**src/rtl/vbi_arb_pkg.sv**
```systemverilog
`timescale 1ns/1ps
package vbi_arb_pkg;
  typedef enum logic [2:0] {
    ST_IDLE  = 3'd0,
    ST_VIDEO = 3'd1,
    ST_DROP  = 3'd2,
    ST_HEAD  = 3'd3,
    ST_BODY  = 3'd4,
    ST_TAIL  = 3'd5
  } arb_state_e;

  // Preamble and trailer both hold three marker bytes and one code byte.
  localparam int FRAME_LEN = 4;
  localparam int FIDX_W    = $clog2(FRAME_LEN);
  localparam int FMT_W     = 4;
endpackage

```
**src/rtl/vbi_arb_ctrl.sv**
```systemverilog
`timescale 1ns/1ps
module vbi_arb_ctrl
  import vbi_arb_pkg::*;
(
  input  logic              clk,
  input  logic              rst_n,
  input  logic [FMT_W:0]    cfg_mode,
  input  logic              region_hit,
  input  logic              vid_valid,
  input  logic              vid_last,
  input  logic              vbi_valid,
  input  logic              vbi_last,
  input  logic              out_ready,
  output logic              vid_ready,
  output logic              vbi_ready,
  output logic              out_valid,
  output logic              out_is_vbi,
  output arb_state_e        state_q,
  output logic [FIDX_W-1:0] idx_q,
  output logic [FMT_W-1:0]  lat_fmt
);
  localparam logic [FIDX_W-1:0] IDX_END = FIDX_W'(FRAME_LEN - 1);

  arb_state_e        state_d;
  logic [FIDX_W-1:0] idx_d;
  logic              lat_skip, lat_hit, grab;
  logic              fmt_on_now, fmt_on_lat;

  assign fmt_on_now = (cfg_mode[FMT_W-1:0] != '0);
  assign fmt_on_lat = (lat_fmt != '0);

  always_comb begin
    state_d    = state_q;
    idx_d      = idx_q;
    vid_ready  = 1'b0;
    vbi_ready  = 1'b0;
    out_valid  = 1'b0;
    out_is_vbi = 1'b0;
    grab       = 1'b0;
    unique case (state_q)
      ST_IDLE: begin
        if (vid_valid) begin
          grab    = 1'b1;
          state_d = (fmt_on_now && region_hit && cfg_mode[FMT_W] && vbi_valid)
                    ? ST_DROP : ST_VIDEO;
        end
      end
      ST_VIDEO: begin
        out_valid = vid_valid;
        vid_ready = out_ready;
        if (vid_valid && out_ready && vid_last)
          state_d = (fmt_on_lat && lat_hit && !lat_skip && vbi_valid)
                    ? ST_HEAD : ST_IDLE;
      end
      ST_DROP: begin
        vid_ready = 1'b1;
        if (vid_valid && vid_last) state_d = ST_HEAD;
      end
      ST_HEAD, ST_TAIL: begin
        out_valid  = 1'b1;
        out_is_vbi = 1'b1;
        if (out_ready) begin
          if (idx_q == IDX_END) begin
            idx_d   = '0;
            state_d = (state_q == ST_HEAD) ? ST_BODY : ST_IDLE;
          end else begin
            idx_d = idx_q + 1'b1;
          end
        end
      end
      ST_BODY: begin
        out_is_vbi = 1'b1;
        out_valid  = vbi_valid;
        vbi_ready  = out_ready;
        if (vbi_valid && out_ready && vbi_last)
          state_d = lat_fmt[FMT_W-1] ? ST_TAIL : ST_IDLE;
      end
      default: state_d = ST_IDLE;
    endcase
  end

  always_ff @(posedge clk) begin
    if (!rst_n) begin
      state_q  <= ST_IDLE;
      idx_q    <= '0;
      lat_fmt  <= '0;
      lat_skip <= 1'b0;
      lat_hit  <= 1'b0;
    end else begin
      state_q <= state_d;
      idx_q   <= idx_d;
      if (grab) begin
        lat_fmt  <= cfg_mode[FMT_W-1:0];
        lat_skip <= cfg_mode[FMT_W];
        lat_hit  <= region_hit;
      end
    end
  end
endmodule

```
**src/rtl/vbi_arb_frame.sv**
```systemverilog
`timescale 1ns/1ps
module vbi_arb_frame
  import vbi_arb_pkg::*;
#(
  parameter int                DATA_W       = 8,
  parameter logic [DATA_W-1:0] ANC_DID      = 'h91,
  parameter logic [DATA_W-1:0] VBI_SAV_CODE = 'hAB,
  parameter logic [DATA_W-1:0] VBI_EAV_CODE = 'hB6
) (
  input  arb_state_e        state,
  input  logic [FIDX_W-1:0] idx,
  input  logic              use_codes,
  input  logic              recode,
  input  logic [DATA_W-1:0] vid_data,
  input  logic [DATA_W-1:0] vbi_data,
  output logic [DATA_W-1:0] out_data
);
  localparam logic [DATA_W-1:0] RC_LO = DATA_W'(3);
  localparam logic [DATA_W-1:0] RC_HI = ~RC_LO;
  localparam logic [FIDX_W-1:0] IDX_END = FIDX_W'(FRAME_LEN - 1);

  logic [DATA_W-1:0] head_byte, tail_byte, body_byte;

  // Marker bytes: preamble is 0,1,1 for ancillary framing and 1,0,0 for code framing.
  always_comb begin
    if (idx == IDX_END)      head_byte = use_codes ? VBI_SAV_CODE : ANC_DID;
    else if (idx == '0)      head_byte = use_codes ? '1 : '0;
    else                     head_byte = use_codes ? '0 : '1;
    if (idx == IDX_END)      tail_byte = VBI_EAV_CODE;
    else if (idx == '0)      tail_byte = '1;
    else                     tail_byte = '0;
  end

  always_comb begin
    body_byte = vbi_data;
    if (recode) begin
      if (vbi_data == '0)      body_byte = RC_LO;
      else if (vbi_data == '1) body_byte = RC_HI;
    end
  end

  always_comb begin
    unique case (state)
      ST_VIDEO: out_data = vid_data;
      ST_HEAD:  out_data = head_byte;
      ST_BODY:  out_data = body_byte;
      ST_TAIL:  out_data = tail_byte;
      default:  out_data = '0;
    endcase
  end
endmodule

```
**src/rtl/vbi_video_arbiter.sv**
```systemverilog
`timescale 1ns/1ps
module vbi_video_arbiter
  import vbi_arb_pkg::*;
#(
  parameter int                DATA_W       = 8,
  parameter logic [DATA_W-1:0] ANC_DID      = 'h91,
  parameter logic [DATA_W-1:0] VBI_SAV_CODE = 'hAB,
  parameter logic [DATA_W-1:0] VBI_EAV_CODE = 'hB6
) (
  input  logic              clk,
  input  logic              rst_n,
  input  logic [4:0]        cfg_mode,
  input  logic              region_hit,
  input  logic              vid_valid,
  output logic              vid_ready,
  input  logic [DATA_W-1:0] vid_data,
  input  logic              vid_last,
  input  logic              vbi_valid,
  output logic              vbi_ready,
  input  logic [DATA_W-1:0] vbi_data,
  input  logic              vbi_last,
  output logic              out_valid,
  input  logic              out_ready,
  output logic [DATA_W-1:0] out_data,
  output logic              out_is_vbi
);
  arb_state_e        state_q;
  logic [FIDX_W-1:0] idx_q;
  logic [FMT_W-1:0]  lat_fmt;

  vbi_arb_ctrl ctrl_i (
    .clk        (clk),
    .rst_n      (rst_n),
    .cfg_mode   (cfg_mode),
    .region_hit (region_hit),
    .vid_valid  (vid_valid),
    .vid_last   (vid_last),
    .vbi_valid  (vbi_valid),
    .vbi_last   (vbi_last),
    .out_ready  (out_ready),
    .vid_ready  (vid_ready),
    .vbi_ready  (vbi_ready),
    .out_valid  (out_valid),
    .out_is_vbi (out_is_vbi),
    .state_q    (state_q),
    .idx_q      (idx_q),
    .lat_fmt    (lat_fmt)
  );

  vbi_arb_frame #(
    .DATA_W       (DATA_W),
    .ANC_DID      (ANC_DID),
    .VBI_SAV_CODE (VBI_SAV_CODE),
    .VBI_EAV_CODE (VBI_EAV_CODE)
  ) frame_i (
    .state     (state_q),
    .idx       (idx_q),
    .use_codes (lat_fmt[FMT_W-1]),
    .recode    (lat_fmt[0]),
    .vid_data  (vid_data),
    .vbi_data  (vbi_data),
    .out_data  (out_data)
  );
endmodule

```
**config.mk**
```make
export PLATFORM = sky130hd
export DESIGN_NAME = vbi_video_arbiter
export DESIGN_NICKNAME = d
export VERILOG_FILES = /design/src/rtl/vbi_arb_pkg.sv /design/src/rtl/vbi_arb_ctrl.sv /design/src/rtl/vbi_arb_frame.sv /design/src/rtl/vbi_video_arbiter.sv
export SDC_FILE = /design/constraint.sdc
export NUM_CORES = 1
export LEC_CHECK = 0
export ABC_AREA = 1
export BUFFER_PORTS_ARGS = -buffer_cell sky130_fd_sc_hd__buf_2
export CAP_MARGIN = 10
export CELL_PAD_IN_SITES_DETAIL_PLACEMENT = 0
export CELL_PAD_IN_SITES_GLOBAL_PLACEMENT = 1
export CORE_AREA = 3 3 65 67
export CTS_CLUSTER_SIZE = 8
export DETAILED_ROUTE_END_ITERATION = 16
export DIE_AREA = 0 0 68 70
export GPL_TIMING_DRIVEN = 0
export PLACE_DENSITY_LB_ADDON = 0.1
export SLEW_MARGIN = 10
export SYNTH_ARGS = -nofsm -noshare
export SYNTH_HDL_FRONTEND = slang
export SYNTH_HIERARCHICAL = 1
export SYNTH_SLANG_ARGS = --single-unit
export TNS_END_PERCENT = 10
```
**constraint.sdc**
```tcl
create_clock -name clk -period 1.2 [get_ports clk]
set_input_delay 0.06 -clock clk [delete_from_list [all_inputs] [get_ports clk]]
set_output_delay 0.06 -clock clk [all_outputs]
set_load 0.05 [all_outputs]
```
# Word level (Yosys, flattened, before mapping)
# Cells that the tools add are included.
# W data, S select, Z words.
classes:
  n_reduce_logical: 21
  add_sub_neg: 1
  eq_ne: 13
  n_mux: 29
op_table:
  columns: ["op", "n"]
  rows:
  - ["$mux W8", 9]
  - ["$pmux W8 S4", 1]
  - ["$mux W3", 8]
  - ["$pmux W3 S5", 1]
  - ["$logic_and A1 B1 Y1", 11]
  - ["$eq A8 B8 Y1 const B", 1]
  - ["$logic_not A8 Y1", 1]
  - ["$ne A2 B1 Y1 const B", 4]
  - ["$reduce_bool A4 Y1", 2]
  - ["$eq A3 B2 Y1 const B", 2]
  - ["$eq A3 B3 Y1 const B", 2]
  - ["$mux W2", 3]
  - ["$mux W6", 1]
  - ["$reduce_and A6 Y1", 1]
  - ["$mux W1", 4]
  - ["$ne A2 B2 Y1 const B", 2]
  - ["$eq A3 B1 Y1 const B", 1]
  - ["$logic_not A3 Y1", 1]
  - ["$pmux W1 S3", 1]
  - ["$reduce_or A3 Y1", 1]
  - ["$add A2 B1 Y2 const B", 1]
  - ["$eq A2 B2 Y1 const B", 1]
  - ["$logic_not A2 Y1", 1]
  - ["$pmux W1 S2", 1]
  - ["3 further kinds", 3]
totals:
  regBits: 11
  wordCells: 69
  out_inout_bits: 12
  input_bits: 29

# Logic depth before layout (Yosys ltp)
# Gate-level depths: netlist (run 1).
depth:
  word_depth: 7
  ltp_mapped: 10
  mapped_depth_nobuf: 10

# Cells and area by module
# The synthesis (run 1) kept the hierarchy.
modules_own_cells:
  columns: ["mod", "seq_area_each_um2", "cells_per_inst", "n_inst", "area_per_inst_um2"]
  rows:
  - ["vbi_arb_ctrl", 220.2, 105, 1, 661.9]
  - ["vbi_arb_frame", 0.0, 77, 1, 354.1]

# Least setup slack after synthesis (run 1)
# OpenSTA, ideal clock, no wires.
synth_timing:
  path_type: "flip-flop to output port"
  from: "register ctrl_i.state_q[0]"
  to: "output vid_ready"
  n_path_buf: 0
  t_arrival_ps: 1444
  path_stages_with_launch: 3
  setup_slack_ps: -304
  required_ps: 1140
  path_cell_list: "dfxtp_1 nand3_2 o21bai_1"
synth_via:
  elab_chain_cells: 2
  elab_cells_between_ends: 3
  cone_classes: "2 x eq/ne; 1 x mux"
synth_rtl:
  columns: ["item", "line", "source"]
  rows:
  - ["from (decl)", "vbi_arb_ctrl.sv:18", "output arb_state_e state_q,"]
  - ["from (signal assigned)", "vbi_arb_ctrl.sv:90", "state_q <= state_d;"]
  - ["$eq A3 B2 Y1 or $eq A3 B1 Y1 (tied branches)", "vbi_arb_ctrl.sv:40", "unique case (state_q)"]
  - ["$pmux W1 S2 (*)", "vbi_arb_ctrl.sv:40", null]
  - ["to (decl)", "vbi_video_arbiter.sv:15", "output logic vid_ready,"]
# Mark *: on every way between the ends. The rest lies on a longest branch, timed or not.

# Worst setup path in the final report (run 1)
layout_timing:
  from: "register ctrl_i.idx_q[0]"
  to: "output out_data[1]"
layout_via:
  elab_chain_cells: 4
  elab_cells_between_ends: 7
  cone_classes: "1 x eq/ne; 5 x mux; 1 x reduce/logical"
layout_rtl:
  columns: ["item", "line", "source"]
  rows:
  - ["from (decl)", "vbi_arb_ctrl.sv:19", "output logic [FIDX_W-1:0] idx_q,"]
  - ["from (signal assigned)", "vbi_arb_ctrl.sv:91", "idx_q <= idx_d;"]
  - ["$logic_not A2 Y1", "vbi_arb_frame.sv:27, vbi_arb_frame.sv:30", null]
  - ["$mux W8, on equally long branches", "vbi_arb_frame.sv:30, vbi_arb_frame.sv:27", null]
  - ["$mux W8, on equally long branches", "vbi_arb_frame.sv:29, vbi_arb_frame.sv:26", null]
  - ["$pmux W8 S4 (*)", "vbi_arb_frame.sv:43", "unique case (state)"]
  - ["to (decl)", "vbi_video_arbiter.sv:24", "output logic [DATA_W-1:0] out_data,"]
# Marked as above.

==> results by stage, run 1 <==
Run status:
- The flow ran to the end, but the final reports show violations.
- The checks that failed: negative setup slack.

STA:
- The final worst setup slack is -326 ps.
- Setup total negative slack on the finished layout was measured at -2710 ps.
- The hold violation count in the final report is 0.
- Timing would allow up to 0.655 GHz.
- The worst path uses 127% of the clock period.
- The relative slew slack is 80.2%.
- The max-slew violation count was 0.
- For the finished layout, the period the worst path requires is ~1500 ps.
- Clock skew on the completed layout was measured at 1.02 ps.
- Setup repair after global routing could not meet its margin everywhere.
- The final-layout worst hold slack is between 100 and 150 ps.
- For the pin with the worst max-slew slack, the measured transition is between 200 and 300 ps.
- The number of endpoints failing setup at the final stage is 15.

Routing:
- The first-pass detailed-route iteration total is 5.
- After detailed routing, the number of vias per cell comes to roughly 4.6.
- The DRC violation total after the first TritonRoute iteration is 25.
- The highest metal layer used by the detailed router is met4.
- The met1 layer wirelength in the final routing is 1300 um.
- In the routed design, unresolved DRC markers number 0.
- The vias after detailed routing is 1289.
- The remaining antenna violation count is 0.
- The detail-routed net length per standard cell is 11.1 um.
- Wire segments on met2 add up to ~1600 um in the final route.
- The routed wire length is 3110 um.
- The detailed route wirelength on metal3 is 159 um.

CTS:
- The CTS clock-pin slew for the worst setup and hold paths is 50 ps.
- Clock tree synthesis found a total of 11 sinks.
- The CTS tree is built.
- In this run the deepest clock path goes through 2 buffers.
- The latest clock arrival within the worst-skew pair is 240 ps.
- The total clock buffers created by CTS is 3.
- The count of H-tree levels built during CTS is 1.
- The cell at the root of the clock tree is clkbuf_8.
- The number of buffers added to fix hold violations after cts is 0.

Synthesis:
- After Yosys synthesis, and, or, nand and nor cells account for 49.3% of the synthesized area.
- The multiplexer share of the synthesized area is 0%.
- The average instance in the mapped netlist occupies 5.58 um2.
- The share of synthesized area occupied by flip-flops and latches is roughly 22%.
- The number of nets in the synthesized netlist is 214.
- The synthesized netlist devotes 0% of its cell area to XOR and XNOR gates.
- The synthesized instance count is 182.
- The synthesized netlist devotes between 10% and 20% of its cell area to compound gates.
- Summing every instance area after synthesis gives 1020 um2.
- After synthesis, the largest family of logic cells by area is simple AND/OR/NAND/NOR gates.
- After Yosys synthesis, full adders, half adders and majority gates account for 3.69% of the synthesized area.
- After synthesis the netlist holds a flip-flop and latch count of 11.
- Counting distinct cell types in the post-synthesis netlist gives 21.
- For this run, the number of Yosys warnings is 6.

Die:
- From bottom edge to top edge, the die measures 70 um.
- The count of standard-cell rows is 22.
- The core area is 3690 um2.
- The floorplan step defined a die boundary enclosing between 4000 and 5000 um2.
- Once the floorplan was initialized, standard cells occupied approximately 28% of the core.
- During I/O placement, the number of pins put on the boundary was 41.
- The die width is 68 um.

Finish:
- In the layout the commonest cells are 46 x nand2_1, 28 x buf_2, 20 x nor2_1.
- The number of antenna repair diodes is 0.
- Leaving out fill and tap cells, the most frequent cell in the layout is nand2_1.
- The area overhead of the layout relative to synthesis is 59.9%.
- The layout cell share with drive strength beyond 1 is 47.0%.
- The net count of the finished layout is ~270.
- The filler-free cell count of the finished design is 280.
- The layout has between 400 and 500 filler cells.

Power:
- The leakage dissipation is 0.806 nW.
- The completed layout was analyzed and its total power is 0.00341 W.
- The switching power is 0.00179 W.
- The internal power of the cells totals 0.00162 W.
- The part of the total power dissipated in sequential elements is between 10% and 20%.
- Per report_power, the clock group accounts for 11.0% of the total.
- The worst-case IR drop observed on VDD is between 0.9 and 1 mV.
- The power density normalized to cell area is between 2000 and 2500 nW/um2.
- The combinational cell fraction of total power is 69.7%.
- The switching share of power is 52.6%.

Critical path:
- The critical path required time is 1140 ps.
- The type of destination of the critical path is a primary output.
- STA classifies the critical path startpoint as a flop.
- STA puts the critical path data arrival time at 1470 ps.
- The worst setup path is of the flop to primary output kind.
- The maximum fanout encountered on the critical timing path is 3.

GRT:
- The all-layer global routing usage is 13.6%.
- The number of antenna violations at the first check in global routing is 0.
- The maximum number of pins on one net before global-route repair is 13.
- The remaining global-route overflow is 0.
- The number of global-route vias before repair was 1215.
- The wire length of the first global-routing pass is 5060 um.

Place:
- The count of port buffers added during placement is 39.
- Including well taps, the total number of placed cells is 269.
- The HPWL after detailed placement is 2480 um.
- Routability-driven placement finished with a final weighted congestion of about 0.75.

Run:
- Max-cap violations in this run came to 0.

Min path:
- The worst min-delay path category is primary input to flop.
[state kept, by name (all words and copies together) (netlist names)]
signal           count
ctrl_i/lat_fmt       4
ctrl_i/state_q       3
ctrl_i/idx_q         2
ctrl_i/lat_hit       1
ctrl_i/lat_skip      1
[final timing paths]
check                                         end  slack, ps             from  depth (start not counted)
worst max-delay path                  out_data[1]       -330  ctrl_i/idx_q[0]                          8
worst min-delay path              ctrl_i/lat_skip        100      cfg_mode[4]                          3
worst max register to register  ctrl_i/state_q[2]        -40  ctrl_i/idx_q[0]                         10
worst min register to register    ctrl_i/lat_skip        450  ctrl_i/lat_skip                          2
[critical path, cell delays in order, from the launching register on]
cell and delay [ps]:
dfxtp_4 360, ha_1 220, inv_2 80, nand3_2 90
nand3_2 90, nand2_1 60, nor2_2 120, nand2_2 60
buf_8 150
[kinds of logic after synthesis]
family / after synthesis
AO/OA/AOI/OAI: 24
AND/OR/NAND/NOR: 112
adder cells (fa/ha/maj): 3
flip-flops: 11
buffers and inverters: 32
[timing repair]
action | 4_1_cts | 5_1_grt
setup buffers | 2 | 5
gates resized for setup | 43 | 28
setup endpoints to repair | 22 | 23
pin swaps | 2 | 8
[metal layers]
| metal | vias to the layer above | GRT usage [%] |
|---|---|---|
| met2 | 31 | 24.8 |
| met3 | 6 | 1.45 |
| met1 | 569 | 15.1 |
| met5 | - | 0 |
| li1 | 683 | - |
| met4 | 0 | 5.96 |
[power groups by stage]
stage                     clock, W  combinational [W]  sequential, W
final                     0.000376            0.00238       0.000658
after global routing      0.000406            0.00258       0.000678
after CTS                 0.000386            0.00221       0.000644
after detailed placement         0            0.00190       0.000632
after global placement           0            0.00189       0.000631
after floorplan                  0            0.00152       0.000601
[layout make-up]
type	count	area (um2)	area share [%]
multi-input cells	139	812	50.0
flip-flops and latches	11	236	14.6
clock buffers	4	45.0	2.77
repair buffers	46	334	20.6
well taps	48	60.1	3.70
inverters	30	120	7.40
plain buffers	2	16.3	1.00
[through the flow]
stage | instance area (um2) | utilization (%) | setup WS [ps]
after floorplan | 1070 | - | -97.7
after global placement | 1320 | 35.8 | -150
after detailed placement | 1320 | 35.8 | -180
after CTS | 1500 | 40.7 | -324
after global routing | 1620 | 44.0 | -404
final | 1620 | 44.0 | -326
[synthesized netlist by cell type]
master / instances / share of area (%)
nor2_2: 4 / 2.5
nor3_2: 1 / 0.99
nor3_1: 2 / 0.99
ha_1: 3 / 3.7
nand4_1: 5 / 3.1
nand2_2: 2 / 1.2
o21bai_1: 1 / 0.74
buf_2: 1 / 0.49
buf_6: 1 / 1.1
inv_2: 3 / 1.1
nand3_2: 1 / 0.99
dfxtp_1: 11 / 22
a21oi_1: 14 / 6.9
o21ai_0: 8 / 3.9
nand3_1: 18 / 8.9
a221o_2: 1 / 1.1
nand2_1: 53 / 20
nor3_4: 1 / 1.6
or2_2: 1 / 0.62
nor2_1: 24 / 8.9
inv_1: 27 / 10
(Power assumes the default switching activity.)
==> run 2: changes to the inputs <==
--- a/config.mk
+++ b/config.mk
@@ -10,10 +10,10 @@
 export CAP_MARGIN = 10
 export CELL_PAD_IN_SITES_DETAIL_PLACEMENT = 0
 export CELL_PAD_IN_SITES_GLOBAL_PLACEMENT = 1
-export CORE_AREA = 3 3 65 67
+export CORE_AREA = 2 2 64 66
 export CTS_CLUSTER_SIZE = 8
 export DETAILED_ROUTE_END_ITERATION = 16
-export DIE_AREA = 0 0 68 70
+export DIE_AREA = 0 0 66 68
 export GPL_TIMING_DRIVEN = 0
 export PLACE_DENSITY_LB_ADDON = 0.1
 export SLEW_MARGIN = 10
==> run 2 against run 1 <==
Non-clock buffer count fell by 6; register-to-register slack improved by 20 ps; cell area decreased by 5.5%; fmax grew 2.1%; utilization down 4.3 points; clock skew rose by 4.1 ps; clock power up 2%; the flow still finishes with violations (negative setup slack); critical path depth increased by 2; worst setup slack better by 31 ps; die area down 5.7%; combinational power shrank 4%.
==> results by stage, run 2 (synthesis results as in run 1) <==
STA:
- The post-route clock skew is 5.13 ps.
- The hold violation count in the final report was 0.
- The worst pin sits at a relative slew slack of between 80% and 90%.
- Setup repair after global routing could not meet its margin everywhere.
- The max-slew violation count is 0.
- The final worst setup slack is -295 ps.
- At the pin with the least slew margin, the transition time is roughly 230 ps.
- The portion of the clock cycle consumed by the worst path in the final layout is 125%.
- Static timing analysis puts the maximum clock frequency at 0.669 GHz.
- The shortest clock period the worst path allows after layout is approximately 1500 ps.
- Setup violations remaining at the end of the flow were counted as 16.

Finish:
- The flip-flop count of the largest register, all copies and words added is 4.
- Relative to the synthesized area, the layout overhead comes to 51.0%.
- The filler cells instantiated in the layout total between 400 and 500.
- The total non-filler cell area in the finished layout is around 1500 um2.
- The multi-input gate area in the final layout is 773 um2.
- The most common cell after layout, fill and taps aside is nand2_1.
- The number of antenna repair diodes is 0.
- The final-stage net count is 259.
- The register area is 236 um2.
- The layout cell share with drive strength beyond 1 is 42.0%.
- The library cells used most frequently in the layout, excluding fill and tap cells, are 46 x nand2_1, 28 x buf_2, 19 x inv_1, 19 x nor2_1, 14 x nand3_1.
- More flip-flops sit in one register than any other, and that register is ctrl_i/lat_fmt.
- The largest registers in the layout are ctrl_i/lat_fmt (4), ctrl_i/state_q (3), ctrl_i/idx_q (2).
- Cells fill 39.8% of the core in the end.

GRT:
- The all-layer global routing usage is 14.8%.
- The number of antenna violations at the first check in global routing is 0.
- Entering global routing, the biggest net connects 13 pins.
- The number of global-route vias before repair is 1259.
- The first global-routing pass estimated 5140 um of wire.
- Summed over all layers, the global routing overflow is 0.

Place:
- Routability-driven placement finished with a final weighted congestion of 0.839.
- Before CTS, the worst setup slack after placement is -195 ps.
- In this run the cell area measured after placement is between 1000 and 1500 um2.
- The HPWL after detailed placement is 2520 um.
- In this run the tool buffered the top-level ports with 39 buffer cells.

Routing:
- The total DRC errors in the routed layout is 0.
- The detailed-route vias per instance is 4.53.
- The remaining antenna violation count is 0.
- Summed over all layers, the routed wires come to ~3000 um.
- The DRC violation total after the first TritonRoute iteration is 16.
- Across all layers, the routed design uses approximately 1200 vias.
- The first-pass detailed-route iteration total is 4.
- The detail-routed net length per standard cell is 11.0 um.

Power:
- For this design the ratio of total power to cell area is 2170 nW/um2.
- The worst supply voltage drop on vdd is between 0.8 and 0.9 mV.
- The leakage dissipation is 0.765 nW.

Critical path:
- The type of destination of the critical path is a primary output.
- The worst setup path is launched from a flop.
- The critical path required time is 1140 ps.
- The maximum fanout encountered on the critical timing path is 5.
- The critical path arrival is between 1000 and 1500 ps.
- By startpoint and endpoint, the worst setup path is classified as flop to primary output.

CTS:
- Counting along the longest clock path gives a buffer depth of 2.
- The CTS clock-pin slew for the worst setup and hold paths is 60 ps.
- TritonCTS created 3 clock buffers.
- The number of buffers added to fix hold violations after cts is 0.
- The later pin in the worst-skew pair is clocked with a latency of 240 ps.
- TritonCTS built the clock tree.
- CTS built an H-tree with a depth of 1.
- The root buffer cell chosen for the clock tree is clkbuf_8.
- Counting every sink on the clock net gives 11.

Run:
- The tool flagged a number of max-cap violations equal to 0.

Run status:
- The run finished, with violations left.
- The checks that failed: negative setup slack.

Die:
- The floorplan has 23 rows.
- The die covers 4490 um2.
- Measured along the x axis, the die boundary spans 66 um.
- Measured along the y axis, the die boundary spans 68 um.
- The floorplan step defined a core boundary enclosing 3860 um2.
- The effective utilization at floorplan is a little over a quarter.
- The number of I/O pins is 41.

Min path:
- In this run the worst hold path is classified as primary input to flop.
[run 2: final cells by class]
class	instances	share of cell area, %
buffer	2	1.06
clock buffer	3	2.69
clock inverter	1	0.326
inverter	30	7.67
multi-input combinational	139	50.4
sequential	11	15.4
tap	50	4.08
timing repair buffer	40	18.4
[run 2: critical path, stage by stage, from the launching register on]
cell and delay (ps):
dfxtp_4 360, inv_2 60, ha_4 140, inv_2 30, nand2_2 70, nand3_4 90, nand2_2 80, inv_2 50
nor2_2 100, nand2_2 60, buf_6 140
[run 2: repair_timing]
item,in CTS,in global routing
setup endpoints to repair,22,23
endpoints found under the hold margin,0,0
resized for setup,31,25
buffers inserted,1,0
pin swaps,4,1
[run 2: stage by stage]
| stage | hold slack (ps) | std cells | setup TNS [ps] | power (W) |
|---|---|---|---|---|
| after global placement | 348 | 271 | -1860 | 0.00253 |
| after detailed placement | 367 | 271 | -1990 | 0.00255 |
| final | 102 | 276 | -2810 | 0.00332 |
| after CTS | 108 | 276 | -3450 | 0.00322 |
| after global routing | 123 | 276 | -4430 | 0.00359 |
| after floorplan | 221 | 182 | -327 | 0.00212 |
[run 2: report_power, final]
| group | internal [W] | switching (W) | total, W |
|---|---|---|---|
| Combinational | 0.000824 | 0.00145 | 0.00228 |
| Sequential | 0.000497 | 0.000166 | 0.000662 |
| Clock | 0.000229 | 0.000154 | 0.000383 |
| Total | 0.00155 | 0.00177 | 0.00332 |
[run 2: metal layers]
metal | GRT usage (%) | vias up | wire, um
li1 | - | 668 | -
met1 | 16.6 | 537 | 1340
met2 | 28.7 | 40 | 1470
met3 | 1.64 | 4 | 179
met4 | 5.36 | 0 | 33
met5 | 0 | - | 0
[run 2: path summary, 6_finish.rpt]
check | depth (start not counted) | from | slack (ps) | to
setup / recovery | 10 | ctrl_i/idx_q[0] | -300 | out_data[0]
hold reg to reg | 2 | ctrl_i/lat_skip | 460 | ctrl_i/lat_skip
setup reg to reg | 10 | ctrl_i/state_q[1] | -20 | ctrl_i/state_q[2]
hold / removal | 3 | cfg_mode[2] | 100 | ctrl_i/lat_fmt[2]
